File: src/rtl/dram_refresh_pkg.sv
package dram_refresh_pkg;

  // which timed step of a refresh cycle the shared phase timer is measuring
  typedef enum logic [1:0] {
    PH_LEAD    = 2'd0,
    PH_STROBE  = 2'd1,
    PH_RECOVER = 2'd2
  } phase_e;

  typedef enum logic [2:0] {
    ST_POWERUP   = 3'd0,
    ST_IDLE      = 3'd1,
    ST_CAS_LEAD  = 3'd2,
    ST_RAS_LOW   = 3'd3,
    ST_PRECHARGE = 3'd4,
    ST_RELEASE   = 3'd5
  } seq_state_e;

  // control -> datapath
  typedef struct packed {
    logic   reqOn;
    logic   casOn;
    logic   rasOn;
    logic   phaseRun;
    phase_e phaseSel;
    logic   useInit;
    logic   usePending;
  } seq_strobe_t;

  // datapath -> control
  typedef struct packed {
    logic startupDone;
    logic phaseDone;
    logic initLeft;
    logic pendingAny;
  } seq_status_t;

endpackage

File: src/rtl/refresh_seq_datapath.sv
module refresh_seq_datapath
  import dram_refresh_pkg::*;
#(
  parameter int STARTUP_CYC      = 20000,
  parameter int INIT_REFRESHES   = 8,
  parameter int REFRESH_INTERVAL = 1560,
  parameter int MAX_PENDING      = 8,
  parameter int CAS_LEAD_CYC     = 1,
  parameter int RAS_LOW_CYC      = 6,
  parameter int PRECHARGE_CYC    = 4
) (
  input  logic        clk,
  input  logic        rstN,
  input  seq_strobe_t strobe,
  output seq_status_t status,
  output logic        req,
  output logic        rasN,
  output logic        casN,
  output logic        weN,
  output logic        ready,
  output logic        urgent
);

  localparam int START_W = (STARTUP_CYC < 1) ? 1 : $clog2(STARTUP_CYC + 1);
  localparam int INIT_W  = $clog2(INIT_REFRESHES + 1) < 1 ? 1 : $clog2(INIT_REFRESHES + 1);
  localparam int INT_W   = $clog2(REFRESH_INTERVAL);
  localparam int PEND_W  = $clog2(MAX_PENDING + 1);
  localparam int PH_MAX_A = (CAS_LEAD_CYC > RAS_LOW_CYC) ? CAS_LEAD_CYC : RAS_LOW_CYC;
  localparam int PH_MAX   = (PH_MAX_A > PRECHARGE_CYC) ? PH_MAX_A : PRECHARGE_CYC;
  localparam int PH_W     = $clog2(PH_MAX + 1);

  // ---------------- start-up delay ----------------
  logic startupDone;
  generate
    if (STARTUP_CYC == 0) begin : g_noDelay
      assign startupDone = 1'b1;
    end else begin : g_delay
      logic [START_W-1:0] startCnt;
      always_ff @(posedge clk or negedge rstN) begin
        if (!rstN)                               startCnt <= '0;
        else if (startCnt != START_W'(STARTUP_CYC)) startCnt <= startCnt + 1'b1;
      end
      assign startupDone = (startCnt == START_W'(STARTUP_CYC));
    end
  endgenerate

  // ---------------- initialization burst count ----------------
  logic [INIT_W-1:0] initCnt;
  always_ff @(posedge clk or negedge rstN) begin
    if (!rstN)                              initCnt <= INIT_W'(INIT_REFRESHES);
    else if (strobe.useInit && initCnt != '0) initCnt <= initCnt - 1'b1;
  end
  assign ready = (initCnt == '0);

  // ---------------- refresh interval timer ----------------
  logic [INT_W-1:0] intCnt;
  logic             intTick;
  assign intTick = ready && (intCnt == INT_W'(REFRESH_INTERVAL - 1));
  always_ff @(posedge clk or negedge rstN) begin
    if (!rstN)        intCnt <= '0;
    else if (!ready)  intCnt <= '0;
    else if (intTick) intCnt <= '0;
    else              intCnt <= intCnt + 1'b1;
  end

  // ---------------- postponed-refresh queue ----------------
  logic [PEND_W-1:0] pendCnt;
  logic              pendFull, addOne, subOne;
  assign pendFull = (pendCnt == PEND_W'(MAX_PENDING));
  assign subOne   = strobe.usePending && (pendCnt != '0);
  assign addOne   = intTick && (!pendFull || subOne);
  always_ff @(posedge clk or negedge rstN) begin
    if (!rstN) pendCnt <= '0;
    else begin
      case ({addOne, subOne})
        2'b10:   pendCnt <= pendCnt + 1'b1;
        2'b01:   pendCnt <= pendCnt - 1'b1;
        default: pendCnt <= pendCnt;
      endcase
    end
  end
  assign urgent = pendFull;

  // ---------------- shared phase timer ----------------
  logic [PH_W-1:0] phaseCnt;
  logic [PH_W-1:0] phaseLast;
  logic            phaseDone;
  always_comb begin
    case (strobe.phaseSel)
      PH_LEAD:    phaseLast = PH_W'(CAS_LEAD_CYC - 1);
      PH_STROBE:  phaseLast = PH_W'(RAS_LOW_CYC - 1);
      default:    phaseLast = PH_W'(PRECHARGE_CYC - 1);
    endcase
  end
  assign phaseDone = strobe.phaseRun && (phaseCnt == phaseLast);
  always_ff @(posedge clk or negedge rstN) begin
    if (!rstN)                            phaseCnt <= '0;
    else if (!strobe.phaseRun || phaseDone) phaseCnt <= '0;
    else                                  phaseCnt <= phaseCnt + 1'b1;
  end

  // ---------------- registered pin drivers ----------------
  always_ff @(posedge clk or negedge rstN) begin
    if (!rstN) begin
      req  <= 1'b0;
      rasN <= 1'b1;
      casN <= 1'b1;
      weN  <= 1'b1;
    end else begin
      req  <= strobe.reqOn;
      rasN <= ~strobe.rasOn;
      casN <= ~strobe.casOn;
      weN  <= 1'b1;  // low here would select the array's test mode
    end
  end

  assign status.startupDone = startupDone;
  assign status.phaseDone   = phaseDone;
  assign status.initLeft    = ~ready;
  assign status.pendingAny  = (pendCnt != '0);

endmodule

File: src/rtl/refresh_seq_control.sv
module refresh_seq_control
  import dram_refresh_pkg::*;
(
  input  logic        clk,
  input  logic        rstN,
  input  logic        grant,
  input  seq_status_t status,
  output seq_strobe_t strobe
);

  seq_state_e state, stateNext;
  logic       work;

  assign work = status.initLeft || status.pendingAny;

  always_ff @(posedge clk or negedge rstN) begin
    if (!rstN) state <= ST_POWERUP;
    else       state <= stateNext;
  end

  always_comb begin
    stateNext = state;
    strobe    = '0;
    unique case (state)
      ST_POWERUP: begin
        if (status.startupDone) stateNext = ST_IDLE;
      end
      ST_IDLE: begin
        strobe.reqOn = work;
        if (work && grant) stateNext = ST_CAS_LEAD;
      end
      ST_CAS_LEAD: begin
        strobe.reqOn    = 1'b1;
        strobe.casOn    = 1'b1;
        strobe.phaseRun = 1'b1;
        strobe.phaseSel = PH_LEAD;
        if (status.phaseDone) stateNext = ST_RAS_LOW;
      end
      ST_RAS_LOW: begin
        strobe.reqOn    = 1'b1;
        strobe.casOn    = 1'b1;
        strobe.rasOn    = 1'b1;
        strobe.phaseRun = 1'b1;
        strobe.phaseSel = PH_STROBE;
        if (status.phaseDone) stateNext = ST_PRECHARGE;
      end
      ST_PRECHARGE: begin
        strobe.reqOn    = 1'b1;
        strobe.phaseRun = 1'b1;
        strobe.phaseSel = PH_RECOVER;
        if (status.phaseDone) begin
          strobe.useInit    = status.initLeft;
          strobe.usePending = ~status.initLeft;
          stateNext         = ST_RELEASE;
        end
      end
      ST_RELEASE: begin
        stateNext = ST_IDLE;  // one cycle with the request dropped
      end
      default: stateNext = ST_POWERUP;
    endcase
  end

endmodule

File: src/rtl/dram_refresh_seq.sv
module dram_refresh_seq
  import dram_refresh_pkg::*;
#(
  parameter int STARTUP_CYC      = 20000,
  parameter int INIT_REFRESHES   = 8,
  parameter int REFRESH_INTERVAL = 1560,
  parameter int MAX_PENDING      = 8,
  parameter int CAS_LEAD_CYC     = 1,
  parameter int RAS_LOW_CYC      = 6,
  parameter int PRECHARGE_CYC    = 4
) (
  input  logic clk,
  input  logic rstN,
  input  logic grant,
  output logic req,
  output logic rasN,
  output logic casN,
  output logic weN,
  output logic ready,
  output logic urgent
);

  seq_strobe_t strobe;
  seq_status_t status;

  refresh_seq_control u_control (
    .clk    (clk),
    .rstN   (rstN),
    .grant  (grant),
    .status (status),
    .strobe (strobe)
  );

  refresh_seq_datapath #(
    .STARTUP_CYC      (STARTUP_CYC),
    .INIT_REFRESHES   (INIT_REFRESHES),
    .REFRESH_INTERVAL (REFRESH_INTERVAL),
    .MAX_PENDING      (MAX_PENDING),
    .CAS_LEAD_CYC     (CAS_LEAD_CYC),
    .RAS_LOW_CYC      (RAS_LOW_CYC),
    .PRECHARGE_CYC    (PRECHARGE_CYC)
  ) u_datapath (
    .clk    (clk),
    .rstN   (rstN),
    .strobe (strobe),
    .status (status),
    .req    (req),
    .rasN   (rasN),
    .casN   (casN),
    .weN    (weN),
    .ready  (ready),
    .urgent (urgent)
  );

endmodule

File: config.mk
export PLATFORM = sky130hd
export DESIGN_NAME = dram_refresh_seq
export DESIGN_NICKNAME = d
export VERILOG_FILES = /design/src/rtl/dram_refresh_pkg.sv /design/src/rtl/refresh_seq_datapath.sv /design/src/rtl/refresh_seq_control.sv /design/src/rtl/dram_refresh_seq.sv
export SDC_FILE = /design/constraint.sdc
export NUM_CORES = 1
export LEC_CHECK = 0
export BUFFER_PORTS_ARGS = -buffer_cell sky130_fd_sc_hd__buf_2
export CAP_MARGIN = 20
export CORE_MARGIN = 2
export CORE_UTILIZATION = 60
export CTS_BUF_LIST = sky130_fd_sc_hd__clkbuf_16
export CTS_CLUSTER_DIAMETER = 100
export DETAILED_ROUTE_END_ITERATION = 12
export GPL_ROUTABILITY_DRIVEN = 0
export PLACE_DENSITY = 0.78
export SYNTH_ARGS = -nofsm -noshare
export SYNTH_HDL_FRONTEND = slang
export SYNTH_HIERARCHICAL = 1
export SYNTH_SLANG_ARGS = --single-unit
File: constraint.sdc
create_clock -name clk -period 5.6 [get_ports clk]
set_clock_uncertainty 0.05 [all_clocks]
set_input_delay 0.84 -clock clk [delete_from_list [all_inputs] [get_ports clk]]
set_output_delay 0.84 -clock clk [all_outputs]
set_load 0.01 [all_outputs]
==> results of run 1 <==
[metrics by stage]
stage	setup WS (ns)	instances	total power, W	util [%]	instance area, µm²
after floorplan	2.51	233	0.000317	-	2310
after global placement	2.16	279	0.000323	63.3	2330
after detailed placement	1.93	279	0.000324	63.3	2330
after CTS	1.92	287	0.000590	67.0	2470
after global routing	1.55	287	0.000606	67.0	2470
final	1.88	287	0.000583	67.0	2470
[final cells by class]
| class | instances | area [µm²] |
|---|---|---|
| well taps | 48 | 60.1 |
| repair buffers | 8 | 42.5 |
| clock inverters | 3 | 11.3 |
| fillers | 322 | 1220 |
| flip-flops and latches | 43 | 1080 |
| inverters | 14 | 52.6 |
| multi-input cells | 166 | 1100 |
| clock buffers | 5 | 125 |
[sequential cells by signal, summed over array words and instances, names as in the netlist]
| signal | flops |
|---|---|
| u_control/state | 3 |
| u_datapath/intCnt | 11 |
| u_datapath/pendCnt | 4 |
| u_datapath/casN | 1 |
| u_datapath/initCnt | 4 |
| u_datapath/req | 1 |
| u_datapath/phaseCnt | 3 |
| u_datapath/g_delay.startCnt | 15 |
| u_datapath/rasN | 1 |
[synth_stat cells, types with 3 or more instances]
cell	n
nor2_1	20
dfrtp_1	40
nor4_1	4
mux2i_1	3
ha_1	7
nand4_1	3
xnor2_1	22
inv_1	14
and2_1	3
buf_6	3
nor3_1	7
a21oi_1	7
nand3_1	13
xor2_1	4
or3_1	3
or4_1	3
nand2_1	22
buf_4	4
dfstp_2	3
nor2b_1	3
o21ai_0	9
[power by group through the flow]
stage / Combinational, W / Clock, W / Sequential [W]
2_1_floorplan: 0.000000826 / 0 / 0.000316
3_3_place_gp: 0.00000707 / 0 / 0.000316
3_5_place_dp: 0.00000718 / 0 / 0.000316
4_1_cts: 0.00000714 / 0.000272 / 0.000311
5_1_grt: 0.00000798 / 0.000288 / 0.000311
6_report: 0.00000650 / 0.000265 / 0.000311
[cells by family after synthesis]
family | count (synthesis) | synth area share (%)
buffers and inverters | 24 | 5.59
flip-flops | 43 | 46.8
multiplexers | 4 | 1.79
AO/OA/AOI/OAI | 30 | 8.57
adder cells (fa/ha/maj) | 8 | 4.66
XOR/XNOR | 26 | 9.87
AND/OR/NAND/NOR | 97 | 22.6
other | 1 | 0.163
[worst max path at each step]
stage                     slack [ns]  cells past startpoint                              start                           endpoint
final                           1.88                     17     u_control/state[1]$_DFFE_PN0P_  u_datapath/pendCnt[3]$_DFFE_PN0P_
after global routing            1.55                     17     u_control/state[1]$_DFFE_PN0P_  u_datapath/pendCnt[3]$_DFFE_PN0P_
after CTS                       1.92                     17     u_control/state[1]$_DFFE_PN0P_  u_datapath/pendCnt[3]$_DFFE_PN0P_
after detailed placement        1.93                     17     u_control/state[1]$_DFFE_PN0P_  u_datapath/pendCnt[3]$_DFFE_PN0P_
after global placement          2.16                     17     u_control/state[1]$_DFFE_PN0P_  u_datapath/pendCnt[3]$_DFFE_PN0P_
after floorplan                 2.51                     13  u_datapath/initCnt[0]$_DFFE_PN0P_  u_datapath/pendCnt[3]$_DFFE_PN0P_
[layer usage]
| layer | up-vias | share of wire [%] |
|---|---|---|
| met5 | - | 0 |
| met4 | 0 | 0.89 |
| met3 | 4 | 3.2 |
| met2 | 19 | 49 |
| met1 | 769 | 47 |
| li1 | 813 | - |
==> impl_metrics.toml, run 1 <==
[floorplan]
dieArea_um2 = 4360
die_w_um = 66.0
rows = 22
core_um2 = 3690
start_util_pct = 62.6
die_h_um = 66.0
ios = 9

[pwr]
combPwrFrac_pct = 1.1
pwr-share-seq_pct = 53.4
power_per_cell_area_nw_per_um2 = 236
p_sw_w = 0.000111
clkPwrFrac_pct = 45.5
peakVddDrop_mv = 0.141
switching_share_pct = 19.1
p_int_w = 0.000472
power.leakage_nw = 1.07

[detailed_routing]
drtIter0Drc = 103
vias_per_cell = 5.59
wl_per_cell_um = 13.4
drc = 0
wl_um = 3830
drt_first_pass_iters = 4
final_antenna_net_count = 0
route.vias.total = 1605

[critical_path]
worstSetupPathType = "reg2reg"
crit_path_frequent_cell = "nand2_1"
cp_cell_sequence = "nor2_1, nand2_1, inv_1, nor4_1, a31oi_1, o21ai_0, and2_1, nand2_1, nor2_1, and2_1, nand2_1, inv_1, ha_1, a21o_2, a2111oi_0, mux2i_1, o211ai_1"
slowest_delay_ns = 0.48
cp-start-kind = "register"
rrSetupSlack_ns = 1.88
r2r_start = "u_control/state[1]$_DFFE_PN0P_"
crit_family = "simple AND/OR/NAND/NOR gates"
crit_slowest_cell = "dfrtp_1"
reg2regPathDepth = 17
crit_fanout = 10
crit_buf_inv = 2
endpoint_kind = "register"
r2r-end = "u_datapath/pendCnt[3]$_DFFE_PN0P_"
crit_arrival_ns = 3.86
required_ns = 5.74

[sta]
setup_violations = 0
finalSetupTns_ns = 0
period_share_pct = 66.4
timing.fmax_ghz = 0.269
hold-worst-slack_ns = 0.431
maxSlewHeadroom_pct = 39.6
period_minus_slack_ns = 3.72
max_slew.worst_pin.slew_ns = 0.906
drv_slew = 0
rsz0062_at_grt = "false"
finalHoldViolations = 0

[yosys]
ys_ff_latch = 43
synth_edf_count = 0
synthFlopType = "dfrtp_1"
ys_types = 51
avgSynthCellArea_um2 = 9.90
async_flop_share_pct = 100
synth_top_area_cell = "dfrtp_1"
ys_seq_area_share_pct = 46.8
yosysTopAreaCellShare_pct = 43.4
syn-cell-area_um2 = 2310
yosysWarnings = 6
synth_area_leaders = "dfrtp_1 (43%), xnor2_1 (8.4%), ha_1 (3.8%)"
netlist_instances = 233
synth_nets = 244

[global_routing]
grtUsageMet1_pct = 25.4
grt-ovfl-total = 0
use_met2_pct = 34.2
grt_max_degree = 44
grt_first_pass_wirelength_um = 6790
globalRouteTotalUtil_pct = 20.3
first_global_vias = 1570
grt_most_used_layer = "met2"
antenna_found_initial = 0
grt.met3_usage_pct = 6.13

[worst_hold_path]
hold_path.class = "reg2reg"
holdPathStages = 1
min_from = "u_datapath/g_delay.startCnt[11]$_DFFE_PN0N_"
min_to = "u_datapath/g_delay.startCnt[11]$_DFFE_PN0N_"

[run_status]
status = "complete, no violations"

[cells_and_area]
final_common_cell = "dfrtp_1"
n_antenna_cell = 0
mostFrequentLayoutCells = "dfrtp_1 (40), nand2_1 (22), xnor2_1 (22), nor2_1 (20), inv_1 (17)"
drive_gt1_share_pct = 10.0
area_growth_pct = 7.05
final_nets = 249

[place]
place_hpwl_um = 2730
io_buffer_count = 7

[clock_network]
cts_sinks = 43
clockRootBuffer = "clkbuf_16"
cts.clk_slew.worst_paths_ns = 0.06
cts_resized = 0
cts_tree = "built"
hold_buffers = 0
cts_setup_buffers = 0
numCtsBuffers = 5
h-tree-depth = 2
clockBufferDepth = 2
clk_latency_ns = 0.27

[run]
cap_violations = 0
Note: power is estimated with default switching activity, not from simulation.
==> run 2: changes to the inputs <==
- CORE_UTILIZATION: 60 -> 55
- PLACE_DENSITY: 0.78 -> 0.75
- clock period: 5.6 -> 3.4 ns (I/O delays scaled with it)
==> impl_metrics.toml, run 2 (synthesis gave the netlist of run 1 again) <==
[detailed_routing]
final_antenna_net_count = 0
route.vias.total = 1604
drtIter0Drc = 59
wl_met1_um = 1820
drc = 0
wl_met2_um = 1880
vias_per_cell = 5.49
wl_per_cell_um = 13.2
top_layer = "met4"
drt_first_pass_iters = 4
wl_um = 3850
wl_met3_um = 100

[pwr]
peakVddDrop_mv = 0.297
power.leakage_nw = 1.10
power_per_cell_area_nw_per_um2 = 414

[sta]
setup_violations = 0
period_share_pct = 90.3
finalHoldViolations = 0
drv_slew = 0
hold-worst-slack_ns = 0.316
maxSlewHeadroom_pct = 38.2
timing.fmax_ghz = 0.326
max_slew.worst_pin.slew_ns = 0.927
rsz0062_at_grt = "false"
period_minus_slack_ns = 3.07
finalSetupTns_ns = 0

[global_routing]
grt_max_degree = 44
first_global_vias = 1530
grt_first_pass_wirelength_um = 6580
globalRouteTotalUtil_pct = 18.9
antenna_found_initial = 0
grt-ovfl-total = 0

[cells_and_area]
area_growth_pct = 10.2
regMostFlops = "u_datapath/g_delay.startCnt"
largest_reg_flops = 15
n_antenna_cell = 0
mostFrequentLayoutCells = "dfrtp_1 (38), nand2_1 (22), xnor2_1 (21), nor2_1 (20), inv_1 (14)"
final_nets = 252
nFillCells = 337
final_common_cell = "dfrtp_1"
largestRegisters = "u_datapath/g_delay.startCnt x15, u_datapath/intCnt x11"
drive_gt1_share_pct = 14.0

[critical_path]
worstSetupPathType = "reg2reg"
crit_path_frequent_cell = "nand2_1"
endpoint_kind = "register"
cp-start-kind = "register"
cp_cell_sequence = "and3b_2, nor4_2, a31oi_1, o21ai_0, and2_4, nand2_1, nor2_1, and2_1, nand2_1, inv_1, ha_1, a21o_2, a2111oi_1, mux2i_1, o211ai_1"
slowest_delay_ns = 0.46
required_ns = 3.55
crit_fanout = 8
crit_buf_inv = 1
crit_family = "simple AND/OR/NAND/NOR gates"
crit_arrival_ns = 3.22
crit_slowest_cell = "dfrtp_2"

[floorplan]
dieArea_um2 = 4730
ios = 9
rows = 23
start_util_pct = 57.3
die_h_um = 68.8
core_um2 = 4030
die_w_um = 68.8

[clock_network]
cts_sinks = 43
clk_latency_ns = 0.28
clockBufferDepth = 2
cts_setup_buffers = 0
clockRootBuffer = "clkbuf_16"
cts.clk_slew.worst_paths_ns = 0.06
h-tree-depth = 2
cts_tree = "built"
numCtsBuffers = 5

[run_status]
status = "complete, no violations"

[place]
io_buffer_count = 7
place_hpwl_um = 2670

[worst_hold_path]
hold_path.class = "in2async"

[run]
cap_violations = 0
run 2: cell types whose count changed in the layout (fill, tap and decap cells not counted), sizes merged:
| cell | delta |
|---|---|
| clkinv | +2 |
| inv | -3 |
| bufinv | +1 |
| buf | +3 |
run 2: what timing repair did:
| item | CTS | global route |
|---|---|---|
| gates resized for setup | 0 | 7 |
| endpoints found under the setup margin | 0 | 2 |
| hold buffers | 0 | 0 |
run 2: stage by stage:
stage,instances,util (%),power [W],cell area (µm²),setup WS [ns]
after floorplan,233,-,0.000523,2310,0.315
after global placement,284,58.5,0.000533,2360,0.300
after detailed placement,284,58.5,0.000533,2360,0.224
after CTS,292,62.6,0.00107,2520,0.200
after global routing,292,63.1,0.00109,2540,0.0115
final,292,63.1,0.00105,2540,0.331
run 2: cell type report:
type                            count  area (µm²)  area share, %
Timing Repair Buffer               11        65.1           2.56
Inverter                           14        52.6           2.07
Sequential cell                    43        1080           42.6
Multi-Input combinational cell    166        1120           43.9
Tap cell                           50        62.6           2.46
Clock inverter                      3        38.8           1.53
Clock buffer                        5         125           4.92
run 2: where the power goes:
group	leakage, nW	total (W)	internal (W)	switching, W
Sequential	0.558	0.000512	0.000512	0
Clock	0.0812	0.000530	0.000342	0.000187
Combinational	0.458	0.0000110	0.000000851	0.0000102
run 2: layer usage:
layer,up-vias,global-route usage [%]
met5,-,0
met2,14,31.0
met1,774,23.8
met3,7,5.03
met4,0,7.35
li1,809,-
run 2: final timing paths:
path | from | end | slack [ns] | cells after the start
max | u_control/state[0]$_DFFE_PN0P_ | u_datapath/pendCnt[3]$_DFFE_PN0P_ | 0.33 | 15
min in group clk | u_datapath/g_delay.startCnt[14]$_DFFE_PN0N_ | u_datapath/g_delay.startCnt[14]$_DFFE_PN0N_ | 0.43 | 1
min | rstN | u_datapath/intCnt[7]$_DFF_PN0_ | 0.32 | 1
max in group asynchronous | rstN | u_control/state[1]$_DFFE_PN0P_ | 2.34 | 1
min reg2reg | u_datapath/g_delay.startCnt[14]$_DFFE_PN0N_ | u_datapath/g_delay.startCnt[14]$_DFFE_PN0N_ | 0.43 | 1
max reg2reg | u_control/state[0]$_DFFE_PN0P_ | u_datapath/pendCnt[3]$_DFFE_PN0P_ | 0.33 | 15
run 2: worst reg2reg max path, delay by kind of cell, from the launching register on:
| family | cells | cell delay [ns] |
|---|---|---|
| adders and majority gates | 1 | 0.24 |
| muxes | 1 | 0.12 |
| DFF | 1 | 0.46 |
| buffers and inverters | 1 | 0.09 |
| and+or+nand+nor | 7 | 1.10 |
| AOI/OAI and AO/OA | 5 | 0.92 |
==> run 3: changes to the inputs <==
- CTS_BUF_LIST: sky130_fd_sc_hd__clkbuf_16 -> default
==> impl_metrics.toml, run 3 (synthesis gave the netlist of run 1 again) <==
[global_routing]
grt-ovfl-total = 0
globalRouteTotalUtil_pct = 18.9
grt_most_used_layer = "met2"
grt_first_pass_wirelength_um = 6620
first_global_vias = 1529
grt_max_degree = 44
grt.met3_usage_pct = 5.03
use_met2_pct = 31.6
antenna_found_initial = 0
grtUsageMet1_pct = 23.8

[detailed_routing]
wl_um = 3940
drtIter0Drc = 71
wl_per_cell_um = 13.3
route.vias.total = 1614
drc = 0
vias_per_cell = 5.45
drt_first_pass_iters = 4
final_antenna_net_count = 0

[clock_network]
h-tree-depth = 2
numCtsBuffers = 5
clockRootBuffer = "clkbuf_8"
cts_sinks = 43
clk_latency_ns = 0.29
cts.clk_slew.worst_paths_ns = 0.08
cts_tree = "built"
clockBufferDepth = 2
hold_buffers = 0

[floorplan]
core_um2 = 4030
start_util_pct = 57.3
ios = 9
rows = 23
dieArea_um2 = 4730
die_w_um = 68.8
die_h_um = 68.8

[sta]
max_slew.worst_pin.slew_ns = 0.925
rsz0062_at_grt = "false"
drv_slew = 0
period_share_pct = 91.0
maxSlewHeadroom_pct = 38.3
timing.fmax_ghz = 0.323
finalHoldViolations = 0
finalSetupTns_ns = 0
setup_violations = 0
period_minus_slack_ns = 3.09

[critical_path]
crit_fanout = 8
crit_arrival_ns = 3.26
worstSetupPathType = "reg2reg"
required_ns = 3.57
endpoint_kind = "register"
cp-start-kind = "register"
cp_cell_sequence = "and3b_2, nor4_2, a31oi_1, o21ai_0, and2_2, nand2_1, nor2_1, and2_1, nand2_1, inv_1, ha_1, a21o_2, a2111oi_1, mux2i_1, o211ai_1"
crit_family = "simple AND/OR/NAND/NOR gates"
crit_path_frequent_cell = "nand2_1"
crit_slowest_cell = "dfrtp_1"
crit_buf_inv = 1
slowest_delay_ns = 0.45

[pwr]
peakVddDrop_mv = 0.183
power.leakage_nw = 1.10
power_per_cell_area_nw_per_um2 = 369

[cells_and_area]
largestRegisters = "u_datapath/g_delay.startCnt x15, u_datapath/intCnt x11"
final_common_cell = "dfrtp_1"
nFillCells = 341
register_area_um2 = 1080
largest_reg_flops = 15
n_antenna_cell = 0
final_nets = 256
area_growth_pct = 9.44
mostFrequentLayoutCells = "dfrtp_1 (38), nand2_1 (22), xnor2_1 (21), nor2_1 (20), inv_1 (14)"
drive_gt1_share_pct = 15.9
fin_area_um2 = 2520
regMostFlops = "u_datapath/g_delay.startCnt"
multi_input_area_um2 = 1110
fin_cells = 296
fin_util_pct = 62.7

[place]
dpl.cell_count = 284
io_buffer_count = 7
placedInstanceArea_um2 = 2360
place_hpwl_um = 2670

[run]
cap_violations = 0

[worst_hold_path]
hold_path.class = "in2async"

[run_status]
status = "complete, no violations"
-- run 3: cell types whose count changed in the layout (fill, tap and decap cells not counted), sizes merged --
cell	change
clkbuf	+1
buf	+4
clkinv	-1
-- run 3: through the flow --
| step | worst slack (ns) | hold slack [ns] | power [W] |
|---|---|---|---|
| global placement | 0.300 | 0.406 | 0.000533 |
| detailed placement | 0.224 | 0.414 | 0.000533 |
| floorplan | 0.315 | 0.164 | 0.000523 |
| global route | 0.0175 | 0.389 | 0.000970 |
| finish | 0.306 | 0.296 | 0.000933 |
| CTS | 0.195 | 0.334 | 0.000948 |
-- run 3: layout make-up --
cell class / count / area share (%)
well taps: 50 / 2.48
flip-flops and latches: 43 / 42.9
clock buffers: 6 / 3.27
multi-input cells: 166 / 44.2
inverters: 14 / 2.08
repair buffers: 15 / 3.77
clock inverters: 2 / 1.39
-- run 3: per-layer routing --
layer | wire length [µm] | part of all wire [%]
met1 | 1860 | 47
met2 | 1960 | 50
met3 | 96 | 2.4
met4 | 27 | 0.69
met5 | 0 | 0
-- run 3: worst paths after layout --
kind | from | slack (ns) | end | depth (start not counted)
max | u_control/state[2]$_DFFE_PN0P_ | 0.31 | u_datapath/pendCnt[3]$_DFFE_PN0P_ | 15
min | rstN | 0.30 | u_datapath/intCnt[7]$_DFF_PN0_ | 1
max reg2reg | u_control/state[2]$_DFFE_PN0P_ | 0.31 | u_datapath/pendCnt[3]$_DFFE_PN0P_ | 15
min reg2reg | u_datapath/g_delay.startCnt[14]$_DFFE_PN0N_ | 0.43 | u_datapath/g_delay.startCnt[14]$_DFFE_PN0N_ | 1
max in group asynchronous | rstN | 2.36 | u_control/state[1]$_DFFE_PN0P_ | 1
min in group clk | u_datapath/g_delay.startCnt[14]$_DFFE_PN0N_ | 0.43 | u_datapath/g_delay.startCnt[14]$_DFFE_PN0N_ | 1
-- run 3: power by group --
group	internal, W	total [W]	leakage [nW]	switching [W]
combinational	0.000000851	0.0000110	0.479	0.0000101
sequential	0.000511	0.000511	0.558	0
clock	0.000238	0.000411	0.0612	0.000173
total	0.000750	0.000933	1.10	0.000183
-- run 3: repair_timing --
item	in CTS	in global routing
buffers inserted	0	4
endpoints found under the setup margin	0	2
resized for setup	0	6
